==> src/rtl/pwr_sup_pkg.sv <==
package pwr_sup_pkg;

  typedef enum logic [1:0] {
    PS_OFF   = 2'b00,
    PS_IFACE = 2'b01,
    PS_RUN   = 2'b10
  } pstate_e;

  // Enable truth table with undervoltage folded into the off state.
  function automatic pstate_e resolve_state(input logic pin_en,
                                            input logic uvlo,
                                            input logic ctl_en);
    if (!pin_en || uvlo) return PS_OFF;
    if (!ctl_en)         return PS_IFACE;
    return PS_RUN;
  endfunction

  // True on the last cycle of a run of lim cycles counted from zero.
  function automatic logic last_tick(input int unsigned cnt,
                                     input int unsigned lim);
    return cnt == (lim - 1);
  endfunction

  // Next value of a set/clear latch with set priority.
  function automatic logic sr_next(input logic cur,
                                   input logic set_c,
                                   input logic clr_c);
    if (set_c) return 1'b1;
    if (clr_c) return 1'b0;
    return cur;
  endfunction

endpackage

==> src/rtl/pwr_sync.sv <==
module pwr_sync #(
  parameter int WIDTH  = 7,
  parameter int STAGES = 2
) (
  input  logic             clk,
  input  logic             rst_n,
  input  logic [WIDTH-1:0] d,
  output logic [WIDTH-1:0] q
);

  logic [WIDTH-1:0] pipe [STAGES];

  always_ff @(posedge clk or negedge rst_n) begin
    if (!rst_n) pipe[0] <= '0;
    else        pipe[0] <= d;
  end

  genvar gi;
  generate
    for (gi = 1; gi < STAGES; gi++) begin : g_stage
      always_ff @(posedge clk or negedge rst_n) begin
        if (!rst_n) pipe[gi] <= '0;
        else        pipe[gi] <= pipe[gi-1];
      end
    end
  endgenerate

  assign q = pipe[STAGES-1];

endmodule

==> src/rtl/pwr_start_timer.sv <==
module pwr_start_timer #(
  parameter int DLY = 40
) (
  input  logic clk,
  input  logic rst_n,
  input  logic run,
  output logic done
);
  import pwr_sup_pkg::*;

  localparam int CW = (DLY < 2) ? 1 : $clog2(DLY);

  logic [CW-1:0] cnt;
  logic          hit;

  assign hit = last_tick(32'(cnt), DLY);

  always_ff @(posedge clk or negedge rst_n) begin
    if (!rst_n) begin
      cnt  <= '0;
      done <= 1'b0;
    end else if (!run) begin
      cnt  <= '0;
      done <= 1'b0;
    end else if (!done) begin
      if (hit) done <= 1'b1;
      else     cnt  <= cnt + 1'b1;
    end
  end

endmodule

==> src/rtl/pwr_pg_filter.sv <==
module pwr_pg_filter #(
  parameter int FALL = 16
) (
  input  logic clk,
  input  logic rst_n,
  input  logic run,
  input  logic above_hi,
  input  logic below_lo,
  output logic pg,
  output logic fall_expire
);
  import pwr_sup_pkg::*;

  localparam int CW = (FALL < 2) ? 1 : $clog2(FALL);

  logic [CW-1:0] cnt;

  assign fall_expire = run && pg && below_lo && last_tick(32'(cnt), FALL);

  always_ff @(posedge clk or negedge rst_n) begin
    if (!rst_n) begin
      pg  <= 1'b0;
      cnt <= '0;
    end else if (!run) begin
      pg  <= 1'b0;
      cnt <= '0;
    end else if (!pg) begin
      cnt <= '0;
      if (above_hi) pg <= 1'b1;
    end else if (below_lo) begin
      if (fall_expire) begin
        pg  <= 1'b0;
        cnt <= '0;
      end else begin
        cnt <= cnt + 1'b1;
      end
    end else begin
      cnt <= '0;
    end
  end

endmodule

==> src/rtl/pwr_thermal.sv <==
module pwr_thermal (
  input  logic clk,
  input  logic rst_n,
  input  logic hot,
  input  logic cool,
  output logic off,
  output logic set_pulse
);
  import pwr_sup_pkg::*;

  logic entry;

  assign entry = hot && !off;

  always_ff @(posedge clk or negedge rst_n) begin
    if (!rst_n) begin
      off       <= 1'b0;
      set_pulse <= 1'b0;
    end else begin
      off       <= sr_next(off, hot, cool);
      set_pulse <= entry;
    end
  end

endmodule

==> src/rtl/pwr_supervisor.sv <==
module pwr_supervisor #(
  parameter int SYNC_STAGES = 2,
  parameter int START_DLY   = 40,
  parameter int PG_FALL_DLY = 16
) (
  input  logic       clk,
  input  logic       rst_n,
  input  logic       en_pin,
  input  logic       uvlo_cmp,
  input  logic       vin_ov_cmp,
  input  logic       hot_cmp,
  input  logic       cool_cmp,
  input  logic       vout_hi_cmp,
  input  logic       vout_lo_cmp,
  input  logic       ctl_enable,
  input  logic       ctl_fpwm,
  output logic [1:0] dev_state,
  output logic       discharge_on,
  output logic       out_hiz,
  output logic       sw_en,
  output logic       ramp_start,
  output logic       pgood,
  output logic       fpwm_ok,
  output logic       tset_pulse
);
  import pwr_sup_pkg::*;

  localparam int NSYNC = 7;

  logic [NSYNC-1:0] raw_in, syn_in;
  logic en_s, uv_s, ov_s, hot_s, cool_s, hi_s, lo_s;
  pstate_e state_q;
  logic run, start_done, thermal_off, pg_q, pg_expire, pg_seen;

  assign raw_in = {en_pin, uvlo_cmp, vin_ov_cmp, hot_cmp,
                   cool_cmp, vout_hi_cmp, vout_lo_cmp};

  pwr_sync #(.WIDTH(NSYNC), .STAGES(SYNC_STAGES)) u_sync (
    .clk(clk), .rst_n(rst_n), .d(raw_in), .q(syn_in)
  );

  assign {en_s, uv_s, ov_s, hot_s, cool_s, hi_s, lo_s} = syn_in;

  always_ff @(posedge clk or negedge rst_n) begin
    if (!rst_n) state_q <= PS_OFF;
    else        state_q <= resolve_state(en_s, uv_s, ctl_enable);
  end

  assign run = (state_q == PS_RUN);

  pwr_start_timer #(.DLY(START_DLY)) u_start (
    .clk(clk), .rst_n(rst_n), .run(run), .done(start_done)
  );

  pwr_thermal u_therm (
    .clk(clk), .rst_n(rst_n), .hot(hot_s), .cool(cool_s),
    .off(thermal_off), .set_pulse(tset_pulse)
  );

  pwr_pg_filter #(.FALL(PG_FALL_DLY)) u_pg (
    .clk(clk), .rst_n(rst_n), .run(run), .above_hi(hi_s),
    .below_lo(lo_s), .pg(pg_q), .fall_expire(pg_expire)
  );

  // First power-good latch, restarted on every exit from the running state.
  always_ff @(posedge clk or negedge rst_n) begin
    if (!rst_n)   pg_seen <= 1'b0;
    else if (!run) pg_seen <= 1'b0;
    else if (pg_q) pg_seen <= 1'b1;
  end

  assign dev_state    = state_q;
  assign discharge_on = (state_q == PS_OFF);
  assign out_hiz      = (state_q == PS_IFACE);
  assign ramp_start   = start_done;
  assign sw_en        = run && start_done && !ov_s && !thermal_off;
  assign pgood        = pg_q;
  assign fpwm_ok      = ctl_fpwm && pg_seen;

endmodule

==> config.mk <==
export PLATFORM = sky130hd
export DESIGN_NAME = pwr_supervisor
export DESIGN_NICKNAME = d
export VERILOG_FILES = /design/src/rtl/pwr_sup_pkg.sv /design/src/rtl/pwr_sync.sv /design/src/rtl/pwr_start_timer.sv /design/src/rtl/pwr_pg_filter.sv /design/src/rtl/pwr_thermal.sv /design/src/rtl/pwr_supervisor.sv
export SDC_FILE = /design/constraint.sdc
export NUM_CORES = 1
export LEC_CHECK = 0
export BUFFER_PORTS_ARGS = -buffer_cell sky130_fd_sc_hd__buf_2
export CAP_MARGIN = 20
export CORE_ASPECT_RATIO = 1.4
export CORE_MARGIN = 4
export CORE_UTILIZATION = 45
export DETAILED_ROUTE_END_ITERATION = 7
export MAX_ROUTING_LAYER = met4
export PLACE_DENSITY = 0.69
export SETUP_SLACK_MARGIN = 0.15
export SYNTH_ARGS = -nofsm -noshare
export SYNTH_HDL_FRONTEND = slang
export SYNTH_SLANG_ARGS = --single-unit
==> constraint.sdc <==
create_clock -name clk -period 1.2 [get_ports clk]
set_input_delay 0.12 -clock clk [delete_from_list [all_inputs] [get_ports clk]]
set_output_delay 0.12 -clock clk [all_outputs]
set_load 0.02 [all_outputs]
==> flow_summary.ini, run 1 <==
[timing]
fmaxAchievable_mhz = 716
post-route-period-util = 1.16
fin_worst_hold_slack_ns = 0.315
worst_slew_pin_tran_ns = 0.373
number_of_hold_violations_in_the_final_report = 0
timing_max_transition_violations_final = 0
finalSetupViolations = 15
timing.slew.headroom = 0.751
period_needed_ns = 1.40
fin_ws_ns = -0.196
grt_setup_unrepaired = true
fin_skew_ns = 0.0141

[worst_setup_path]
stages_on_worst_setup_path = 3
worst_setup_path_startpoint = dev_state[0]$_DFF_PN0_
critical_path_buffers_and_inverters = 1
timing_worst_setup_path_type = reg -> out
r2r_slack_ns = -0.16
path_delay_family = flip-flops
critical_path.startpoint_type = register
cp_slowest_cell = sky130_fd_sc_hd__dfrtp_2
cp_cell_sequence = nand2b_4 > nor4_4 > buf_4
crit_path_max_fanout = 4
setup.worst_path.end_class = output pin
cp_slowest_stage_delay_ns = 0.42
timing.critical_path.required_ns = 1.08
crit-reg2reg-launch = u_start.done$_DFF_PN0_
r2r.worst_path.cells = 5
critical_path_arrival_ns = 1.28

[finish]
drive_gt1_frac = 0.490
antenna_cells = 0
final-seq-area_um2 = 781
fin_nets = 158
area_growth_syn_to_layout_pct = 57.0
total_area_of_multi_input_combinational_cells_um2 = 469
final_cell_count_no_fill = 179
core_occupancy_in_the_finished_layout = 0.741
nFillCells = 148

[die]
dieArea_um2 = 3380
rows = 21
initial_core_util = 0.472
floorplan.core_area_um2 = 2390
die-height_um = 67.3
num_io_pins = 20
die_width_um = 50.3

[global_routing]
grt_start_max_net_pins = 32
global_route_wire_length_before_repair_mm = 3.84
globalRouteMet2Util = 0.257
track_usage = 0.164
busiest_layer = met2
number_of_antenna_violations_at_the_first_check_in_global_routing = 0
groute.layer.met3.usage = 0.0728
groute.layer.met1.usage = 0.168
grt_pass1_vias = 914
grt_overflow_total = 0

[synth]
ys.warnings.count = 0
netlist.top_cell.by_area = sky130_fd_sc_hd__dfrtp_1
ys_seq_elements = 31
ys_seq_area_frac = 0.687
postSynth.topFlopCell = sky130_fd_sc_hd__dfrtp_1
post_synth_instance_area_um2 = 1130
synth.avg_cell_area_um2 = 12.7
leading_post_synthesis_cells_by_instance_count = sky130_fd_sc_hd__dfrtp_1 (31), sky130_fd_sc_hd__nor2_1 (9), sky130_fd_sc_hd__a21oi_1 (5), sky130_fd_sc_hd__nand2_1 (5)
synth_top_cell_area_share = 0.687
yosys.cell_types.count = 29
synth_fp_nets = 102
async_reset_ff_frac = 1.00
synthTopCellsByArea = sky130_fd_sc_hd__dfrtp_1 (69%), sky130_fd_sc_hd__nor2_1 (3.0%), sky130_fd_sc_hd__a21oi_1 (2.2%), sky130_fd_sc_hd__ha_1 (2.2%), sky130_fd_sc_hd__nor2b_1 (2.2%)
synth-edff-count = 0
synth.most_common_cell = sky130_fd_sc_hd__dfrtp_1
synthesis.instances = 89

[clock_network]
htree_levels = 2
number_of_sinks_handled_by_clock_tree_synthesis = 31
cts_made_buffers = 5
clock_tree_from_tritoncts = done
clk_latency_ns = 0.32
path_clk_slew_ns = 0.10
ctsRootBufferMaster = sky130_fd_sc_hd__clkbuf_4
clock_tree.buffer_depth = 2

[hold_path]
hold_path.class = in -> async

[route]
initialDrtViolationCount = 29
ant_nets = 0
totalWireLength_mm = 2.41
drt_drc_violations_left = 0
drt-wirelength-per-cell_um = 13.5
drt_first_pass_iters = 4
drt-vias-per-instance = 5.02
num_vias = 898

[power]
ir_drop_v = 0.000920
cellLeakagePower_nw = 0.798
power_mw = 1.84
pwr_density_cell_nw_per_um2 = 1040

[placed_design]
place_inst = 146
place_congestion = 0.874
io_buffers = 19
dp_hpwl_mm = 1.41

[job]
max_cap_violations = 0

[run_status]
violations_in_the_final_reports = setup timing
outcome = finished, violations left
==> logic make-up (layout without fill, tap and decap cells) <==
logic type                 count (synthesis)  in the layout  share of synthesized area
DFF                                       31             31                      0.687
AOI/OAI and AO/OA                         11             11                     0.0588
xor gates and xnor gates                   2              2                     0.0155
adders and majority gates                  2              2                     0.0222
and+or+nand+nor                           37             37                      0.185
buffers and inverters                      4             60                     0.0133
muxes                                      2              2                     0.0177
==> worst min-delay path, cell delays in order <==
cell	delay, ns
sky130_fd_sc_hd__dlygate4sd3_1	0.52
sky130_fd_sc_hd__buf_2	0.09
sky130_fd_sc_hd__buf_4	0.33
==> power breakdown <==
group,leakage (nW),internal (mW),total (mW),switching [mW]
registers,0.389,1.08,1.10,0.0208
clock network,0.0341,0.271,0.587,0.316
logic,0.375,0.0885,0.157,0.0686
total,0.798,1.44,1.84,0.406
==> stage by stage <==
stage | setup slack, ns | setup TNS (ns) | cell area [µm²]
floorplan | 0.0328 | 0 | 1160
global placement | -0.0147 | -0.0147 | 1330
detailed placement | -0.0502 | -0.0968 | 1330
CTS | -0.179 | -0.474 | 1670
global route | -0.251 | -2.69 | 1770
finish | -0.196 | -1.61 | 1770
==> flip-flops by register name, indices dropped and copies added, names as in the netlist, 2 cells and up <==
| name | count |
|---|---|
| u_sync.pipe | 7 |
| dev_state | 2 |
| u_pg.cnt | 4 |
| u_start.cnt | 6 |
| u_sync.q | 7 |
==> metal layers <==
metal  vias to the layer above  wire length [µm]
met4                         0                74
li1                        416                 -
met1                       448               924
met3                         9               135
met2                        25              1280
met5                         -                 0
==> final timing paths <==
path	end
worst min-delay path	u_start.cnt[3]$_DFFE_PN0P_
min in group clk	u_sync.q[4]$_DFF_PN0_
max in group asynchronous	u_pg.pg$_DFF_PN0_
worst min register to register	u_sync.q[4]$_DFF_PN0_
worst max-delay path	sw_en
worst max register to register	u_start.cnt[5]$_DFFE_PN0P_
==> area by class of cell <==
| cell class | instances | share of cell area |
|---|---|---|
| flip-flops and latches | 31 | 0.441 |
| multi-input cells | 54 | 0.265 |
| repair buffers | 50 | 0.232 |
| clock buffers | 6 | 0.0290 |
| well taps | 34 | 0.0240 |
| inverters | 3 | 0.00636 |
| clock inverters | 1 | 0.00282 |
==> cell usage in the layout (no fill, tap or decap), types with 4 or more instances in the layout <==
master / instances
sky130_fd_sc_hd__buf_6: 11
sky130_fd_sc_hd__nand2_1: 5
sky130_fd_sc_hd__dlygate4sd3_1: 9
sky130_fd_sc_hd__buf_4: 19
sky130_fd_sc_hd__nor2_1: 5
sky130_fd_sc_hd__buf_2: 11
sky130_fd_sc_hd__dfrtp_1: 27
sky130_fd_sc_hd__dfrtp_2: 4
sky130_fd_sc_hd__a21oi_1: 4
sky130_fd_sc_hd__clkbuf_4: 5
==> repair_timing <==
action	CTS	global route
setup buffers	9	8
hold buffers	9	0
resized for setup	31	14
hold endpoints to repair	39	0
setup endpoints to repair	17	20
pin swaps	7	5
Power figures use the tool's default switching activity.
==> run 2, diff against run 1 <==
--- a/config.mk
+++ b/config.mk
@@ -12,7 +12,7 @@
 export CORE_UTILIZATION = 45
 export DETAILED_ROUTE_END_ITERATION = 7
 export MAX_ROUTING_LAYER = met4
-export PLACE_DENSITY = 0.69
+export PLACE_DENSITY_LB_ADDON = 0.3
 export SETUP_SLACK_MARGIN = 0.15
 export SYNTH_ARGS = -nofsm -noshare
 export SYNTH_HDL_FRONTEND = slang
==> constraint.sdc (replaced) <==
create_clock -name clk -period 1.3 [get_ports clk]
set_input_delay 0.13 -clock clk [delete_from_list [all_inputs] [get_ports clk]]
set_output_delay 0.13 -clock clk [all_outputs]
set_load 0.02 [all_outputs]
==> run 2 against run 1 <==
The run still ends with setup timing left. Power is 10% lower. Clock-buffer cell count increased by 1. First-iteration DRC count decreased by 24%. Largest power group unchanged. Highest routed layer unchanged.
==> flow_summary.ini, run 2 (synthesis gave the netlist of run 1 again) <==
[run_status]
outcome = finished, violations left
violations_in_the_final_reports = setup timing

[job]
max_cap_violations = 0

[die]
num_io_pins = 20
die-height_um = 67.3
die_width_um = 50.3
rows = 21
floorplan.core_area_um2 = 2390
initial_core_util = 0.472
dieArea_um2 = 3380

[route]
ant_nets = 0
totalWireLength_mm = 2.21
drt_first_pass_iters = 4
drt_drc_violations_left = 0
initialDrtViolationCount = 22
drt-wirelength-per-cell_um = 12.7
drt-vias-per-instance = 4.91
num_vias = 854

[timing]
timing_max_transition_violations_final = 0
post-route-period-util = 1.04
period_needed_ns = 1.35
grt_setup_unrepaired = true
fmaxAchievable_mhz = 740
fin_worst_hold_slack_ns = 0.258
fin_skew_ns = 0.00454
finalSetupViolations = 2
worst_slew_pin_tran_ns = 0.407
number_of_hold_violations_in_the_final_report = 0
timing.slew.headroom = 0.729
fin_ws_ns = -0.0512
setup_total_neg_slack_ns = -0.101

[worst_setup_path]
r2r.worst_path.cells = 4
critical_path.startpoint_type = register
cp_slowest_stage_delay_ns = 0.43
cp_slowest_cell = sky130_fd_sc_hd__dfrtp_2
setup.worst_path.end_class = register
critical_path_arrival_ns = 1.61
cp_cell_sequence = buf_6 > nand4b_1 > or3_1 > a21oi_2
crit_path_max_fanout = 5
critical_path_buffers_and_inverters = 1
path_delay_family = simple AND/OR/NAND/NOR gates
crit-reg2reg-launch = u_start.done$_DFF_PN0_
timing.critical_path.required_ns = 1.56
worst_setup_path_startpoint = u_start.done$_DFF_PN0_
stages_on_worst_setup_path = 4
timing_worst_setup_path_type = reg -> reg

[global_routing]
groute.layer.met3.usage = 0.0684
globalRouteMet2Util = 0.253
grt_start_max_net_pins = 20
busiest_layer = met2
global_route_wire_length_before_repair_mm = 3.80
grt_pass1_vias = 911
groute.layer.met1.usage = 0.163
grt_overflow_total = 0
number_of_antenna_violations_at_the_first_check_in_global_routing = 0
track_usage = 0.164

[clock_network]
clk_latency_ns = 0.32
clock_tree.buffer_depth = 2
cts_made_buffers = 5
ctsRootBufferMaster = sky130_fd_sc_hd__clkbuf_4
clock_tree_from_tritoncts = done
htree_levels = 2
path_clk_slew_ns = 0.09
number_of_sinks_handled_by_clock_tree_synthesis = 31

[finish]
area_growth_syn_to_layout_pct = 48.1
finish.instance_area_um2 = 1670
fin_nets = 152
layout.cells.most_common = sky130_fd_sc_hd__dfrtp_1
nFillCells = 168
most-common-layout-cells = sky130_fd_sc_hd__dfrtp_1 (24), sky130_fd_sc_hd__buf_4 (14), sky130_fd_sc_hd__buf_2 (13), sky130_fd_sc_hd__dlygate4sd3_1 (9), sky130_fd_sc_hd__buf_6 (8)
drive_gt1_frac = 0.457
antenna_cells = 0
core_occupancy_in_the_finished_layout = 0.699

[power]
comb_power_share = 0.075
power_mw = 1.65
ir_drop_v = 0.000783
power_frac_seq = 0.614
pwr_density_cell_nw_per_um2 = 988
switching_power_mw = 0.379
cellLeakagePower_nw = 0.753
power_switching_share = 0.230
power_frac_clock = 0.311
int_pwr_mw = 1.27

[placed_design]
io_buffers = 19
dp_hpwl_mm = 1.34
detailed_place.area_um2 = 1320
place_congestion = 0.865

[hold_path]
hold_path.class = in -> async
==> run 2: changes by cell type in the layout (fill, tap and decap cells not counted), sizes merged <==
cell	previous run	this run
clkbuf	6	7
buf	41	35
==> run 2: final timing paths <==
| path | slack [ns] | endpoint |
|---|---|---|
| worst max-delay path | -0.05 | u_start.cnt[5]$_DFFE_PN0P_ |
| worst min-delay path | 0.26 | u_start.cnt[1]$_DFFE_PN0P_ |
| worst max register to register | -0.05 | u_start.cnt[5]$_DFFE_PN0P_ |
| worst min register to register | 0.35 | u_sync.q[4]$_DFF_PN0_ |
| max in group asynchronous | 0.57 | u_sync.pipe[9]$_DFF_PN0_ |
| min in group clk | 0.35 | u_sync.q[4]$_DFF_PN0_ |
==> run 2: cell type report <==
type | instances | area [µm²] | area share
tap | 34 | 42.5 | 0.0254
sequential | 31 | 785 | 0.469
clock inverter | 1 | 5.00 | 0.00299
clock buffer | 7 | 45.0 | 0.0269
timing repair buffer | 44 | 350 | 0.210
inverter | 3 | 11.3 | 0.00674
multi-input combinational | 54 | 433 | 0.259
==> run 2: per-layer routing <==
metal	share of wire	up-vias
met5	0	-
li1	-	403
met3	0.051	6
met4	0.025	0
met1	0.37	423
met2	0.56	22
==> run 2: repair_timing <==
action / in CTS / in global routing
pin swaps: 4 / 4
resized for setup: 12 / 25
setup buffers: 6 / 6
cloned: 0 / 0
setup endpoints to repair: 10 / 18
hold buffers: 9 / 0
endpoints found under the hold margin: 25 / 0
==> run 2: stage by stage <==
| stage | setup WS (ns) | instances |
|---|---|---|
| after floorplan | 0.132 | 89 |
| after global placement | 0.102 | 145 |
| after detailed placement | 0.0673 | 145 |
| after CTS | -0.0582 | 168 |
| after global routing | -0.121 | 174 |
| final | -0.0512 | 174 |
==> run 2: power by group through the flow <==
| stage | logic [mW] | registers, mW | clock network [mW] |
|---|---|---|---|
| 2_1_floorplan | 0.0254 | 1.03 | 0 |
| 3_3_place_gp | 0.0794 | 1.03 | 0 |
| 3_5_place_dp | 0.0820 | 1.03 | 0 |
| 4_1_cts | 0.115 | 1.01 | 0.541 |
| 5_1_grt | 0.138 | 1.02 | 0.586 |
| 6_report | 0.124 | 1.01 | 0.515 |
==> run 3, diff against run 2 <==
--- a/config.mk
+++ b/config.mk
@@ -5,6 +5,7 @@
 export SDC_FILE = /design/constraint.sdc
 export NUM_CORES = 1
 export LEC_CHECK = 0
+export ABC_AREA = 1
 export BUFFER_PORTS_ARGS = -buffer_cell sky130_fd_sc_hd__buf_2
 export CAP_MARGIN = 20
 export CORE_ASPECT_RATIO = 1.4
==> run 3 against run 2 <==
The flow still finishes with violations (setup timing). Global-route usage rose by 0.060 points. Power rose by 16%. Worst hold slack got worse by 0.026 ns. Clock-buffer cell count fell by 1. Clock power rose by 50%. Via count rose by 3.9%. Synthesized cell count rose by 26%. Sequential power barely moved. Cell count rose by 11%. Synthesized area rose by 3.7%. Flip-flop and latch count did not move.
==> flow_summary.ini, run 3 <==
[die]
initial_core_util = 0.479
die_width_um = 51.1
dieArea_um2 = 3490
die-height_um = 68.3
rows = 21
num_io_pins = 20
floorplan.core_area_um2 = 2440

[placed_design]
place_congestion = 0.808
io_buffers = 19
dpl_worst_slack_ns = 0.0388
dp_hpwl_mm = 1.47

[synth]
ys.warnings.count = 0
ys_seq_area_frac = 0.663
async_reset_ff_frac = 1.00
ys_seq_elements = 31
yosys.cell_types.count = 19
synthesis.instances = 112
synth.most_common_cell = sky130_fd_sc_hd__dfrtp_1
synth_top_cell_area_share = 0.663
leading_post_synthesis_cells_by_instance_count = sky130_fd_sc_hd__dfrtp_1 (31), sky130_fd_sc_hd__nand2_1 (24), sky130_fd_sc_hd__inv_1 (15)
netlist.top_cell.by_area = sky130_fd_sc_hd__dfrtp_1
postSynth.topFlopCell = sky130_fd_sc_hd__dfrtp_1
synth-edff-count = 0
post_synth_instance_area_um2 = 1170
synth_fp_nets = 125
synth.avg_cell_area_um2 = 10.4
synthTopCellsByArea = sky130_fd_sc_hd__dfrtp_1 (66%), sky130_fd_sc_hd__nand2_1 (7.7%), sky130_fd_sc_hd__inv_1 (4.8%), sky130_fd_sc_hd__nor2_1 (3.5%), sky130_fd_sc_hd__nand3_1 (3.4%)

[route]
drt_first_pass_iters = 4
initialDrtViolationCount = 8
ant_nets = 0
drt-wirelength-per-cell_um = 11.7
totalWireLength_mm = 2.25
drt-vias-per-instance = 4.60
num_vias = 887
drt_drc_violations_left = 0

[finish]
antenna_cells = 0
fin_nets = 171
layout.cells.most_common = sky130_fd_sc_hd__dfrtp_1
drive_gt1_frac = 0.403
area_growth_syn_to_layout_pct = 45.7
most-common-layout-cells = sky130_fd_sc_hd__dfrtp_1 (29), sky130_fd_sc_hd__nand2_1 (20), sky130_fd_sc_hd__buf_2 (15), sky130_fd_sc_hd__inv_1 (14)

[timing]
fin_worst_hold_slack_ns = 0.232
post-route-period-util = 1.05
finalSetupViolations = 5
worst_slew_pin_tran_ns = 0.361
grt_setup_unrepaired = true
fin_skew_ns = 0.0107
timing.slew.headroom = 0.760
timing_max_transition_violations_final = 0
number_of_hold_violations_in_the_final_report = 0
period_needed_ns = 1.37
fmaxAchievable_mhz = 732
fin_ws_ns = -0.0653

[worst_setup_path]
setup.worst_path.end_class = output pin
cp_cell_sequence = nor2_4 > nand2_4 > nor3_4 > buf_6
cp_slowest_cell = sky130_fd_sc_hd__dfrtp_2
r2r.worst_path.cells = 8
r2r_slack_ns = -0.05
critical_path_arrival_ns = 1.24
critical_path.startpoint_type = register
timing.critical_path.required_ns = 1.17
cp_slowest_stage_delay_ns = 0.43
crit_path_max_fanout = 2
timing_worst_setup_path_type = reg -> out

[clock_network]
number_of_sinks_handled_by_clock_tree_synthesis = 31
path_clk_slew_ns = 0.10
clock_tree.buffer_depth = 2
ctsRootBufferMaster = sky130_fd_sc_hd__clkbuf_4
clock_tree_from_tritoncts = done
htree_levels = 2
cts_made_buffers = 5
clk_latency_ns = 0.33

[global_routing]
grt_start_max_net_pins = 18
track_usage = 0.165
global_route_wire_length_before_repair_mm = 3.90
grt_pass1_vias = 919
number_of_antenna_violations_at_the_first_check_in_global_routing = 0
grt_overflow_total = 0

[run_status]
outcome = finished, violations left
violations_in_the_final_reports = setup timing

[power]
pwr_density_cell_nw_per_um2 = 1120
cellLeakagePower_nw = 0.864
ir_drop_v = 0.000894

[hold_path]
hold_path.class = in -> async

[job]
max_cap_violations = 0
## run 3: cell types whose count changed in the layout (fill, tap and decap cells not counted), sizes merged, moves of 4 or more
cell	previous run	this run
nand2	5	26
inv	3	16
o21ai	2	8
a21oi	5	0
buf	35	30
nand3	4	9
nor2	9	14
nor2b	4	0
## run 3: area by class of cell
class	count	area (µm²)
Fill cell	179	739
Clock buffer	6	51.3
Clock inverter	2	35.0
Timing Repair Buffer	39	300
Sequential cell	31	778
Inverter	16	62.6
Tap cell	34	42.5
Multi-Input combinational cell	65	434
## run 3: repair_timing
| action | in CTS | in global routing |
|---|---|---|
| endpoints found under the hold margin | 23 | 0 |
| pin swaps | 4 | 2 |
| hold buffers | 9 | 0 |
| endpoints found under the setup margin | 13 | 17 |
| buffers inserted | 6 | 2 |
| gates resized for setup | 14 | 20 |
## run 3: path summary, 6_finish.rpt
kind	end	startpoint
setup / recovery	sw_en	dev_state[0]$_DFF_PN0_
hold / removal	u_pg.pg$_DFF_PN0_	rst_n
setup reg to reg	u_pg.cnt[2]$_DFF_PN0_	dev_state[0]$_DFF_PN0_
hold reg to reg	u_sync.q[1]$_DFF_PN0_	u_sync.pipe[8]$_DFF_PN0_
max in group asynchronous	u_sync.pipe[9]$_DFF_PN0_	rst_n
min in group clk	u_sync.q[1]$_DFF_PN0_	u_sync.pipe[8]$_DFF_PN0_
## run 3: worst max-delay path, delay by kind of cell (launching register included)
kind / cells / cell delay (ns)
flip-flops: 1 / 0.43
AND/OR/NAND/NOR: 3 / 0.35
buffers and inverters: 1 / 0.14
## run 3: cell families after synthesis
group                    synth area share
adder cells (fa/ha/maj)            0.0214
buffers and inverters              0.0513
AO/OA/AOI/OAI                      0.0406
AND/OR/NAND/NOR                     0.224
flip-flops                          0.663
## run 3: stage by stage
stage / area, µm² / utilization / TNS (ns) / power (mW) / std cells
floorplan: 1190 / - / 0 / 1.06 / 112
global placement: 1350 / 0.553 / 0 / 1.11 / 168
detailed placement: 1350 / 0.553 / 0 / 1.11 / 168
CTS: 1600 / 0.656 / -0.0846 / 1.92 / 191
global route: 1700 / 0.697 / -0.539 / 2.00 / 193
finish: 1700 / 0.697 / -0.180 / 1.91 / 193
## run 3: layer usage
layer,wire [µm],vias up,share of wire,GRT usage
met5,0,-,0,-
met4,68,0,0.030,0.121
met3,78,8,0.035,0.0392
met2,1290,18,0.57,0.273
met1,815,421,0.36,0.170
li1,-,440,-,-
## run 3: report_power, final
group,internal (mW),total (mW),switching (mW)
registers,0.995,1.01,0.0168
clock network,0.454,0.774,0.320
logic,0.0630,0.125,0.0617
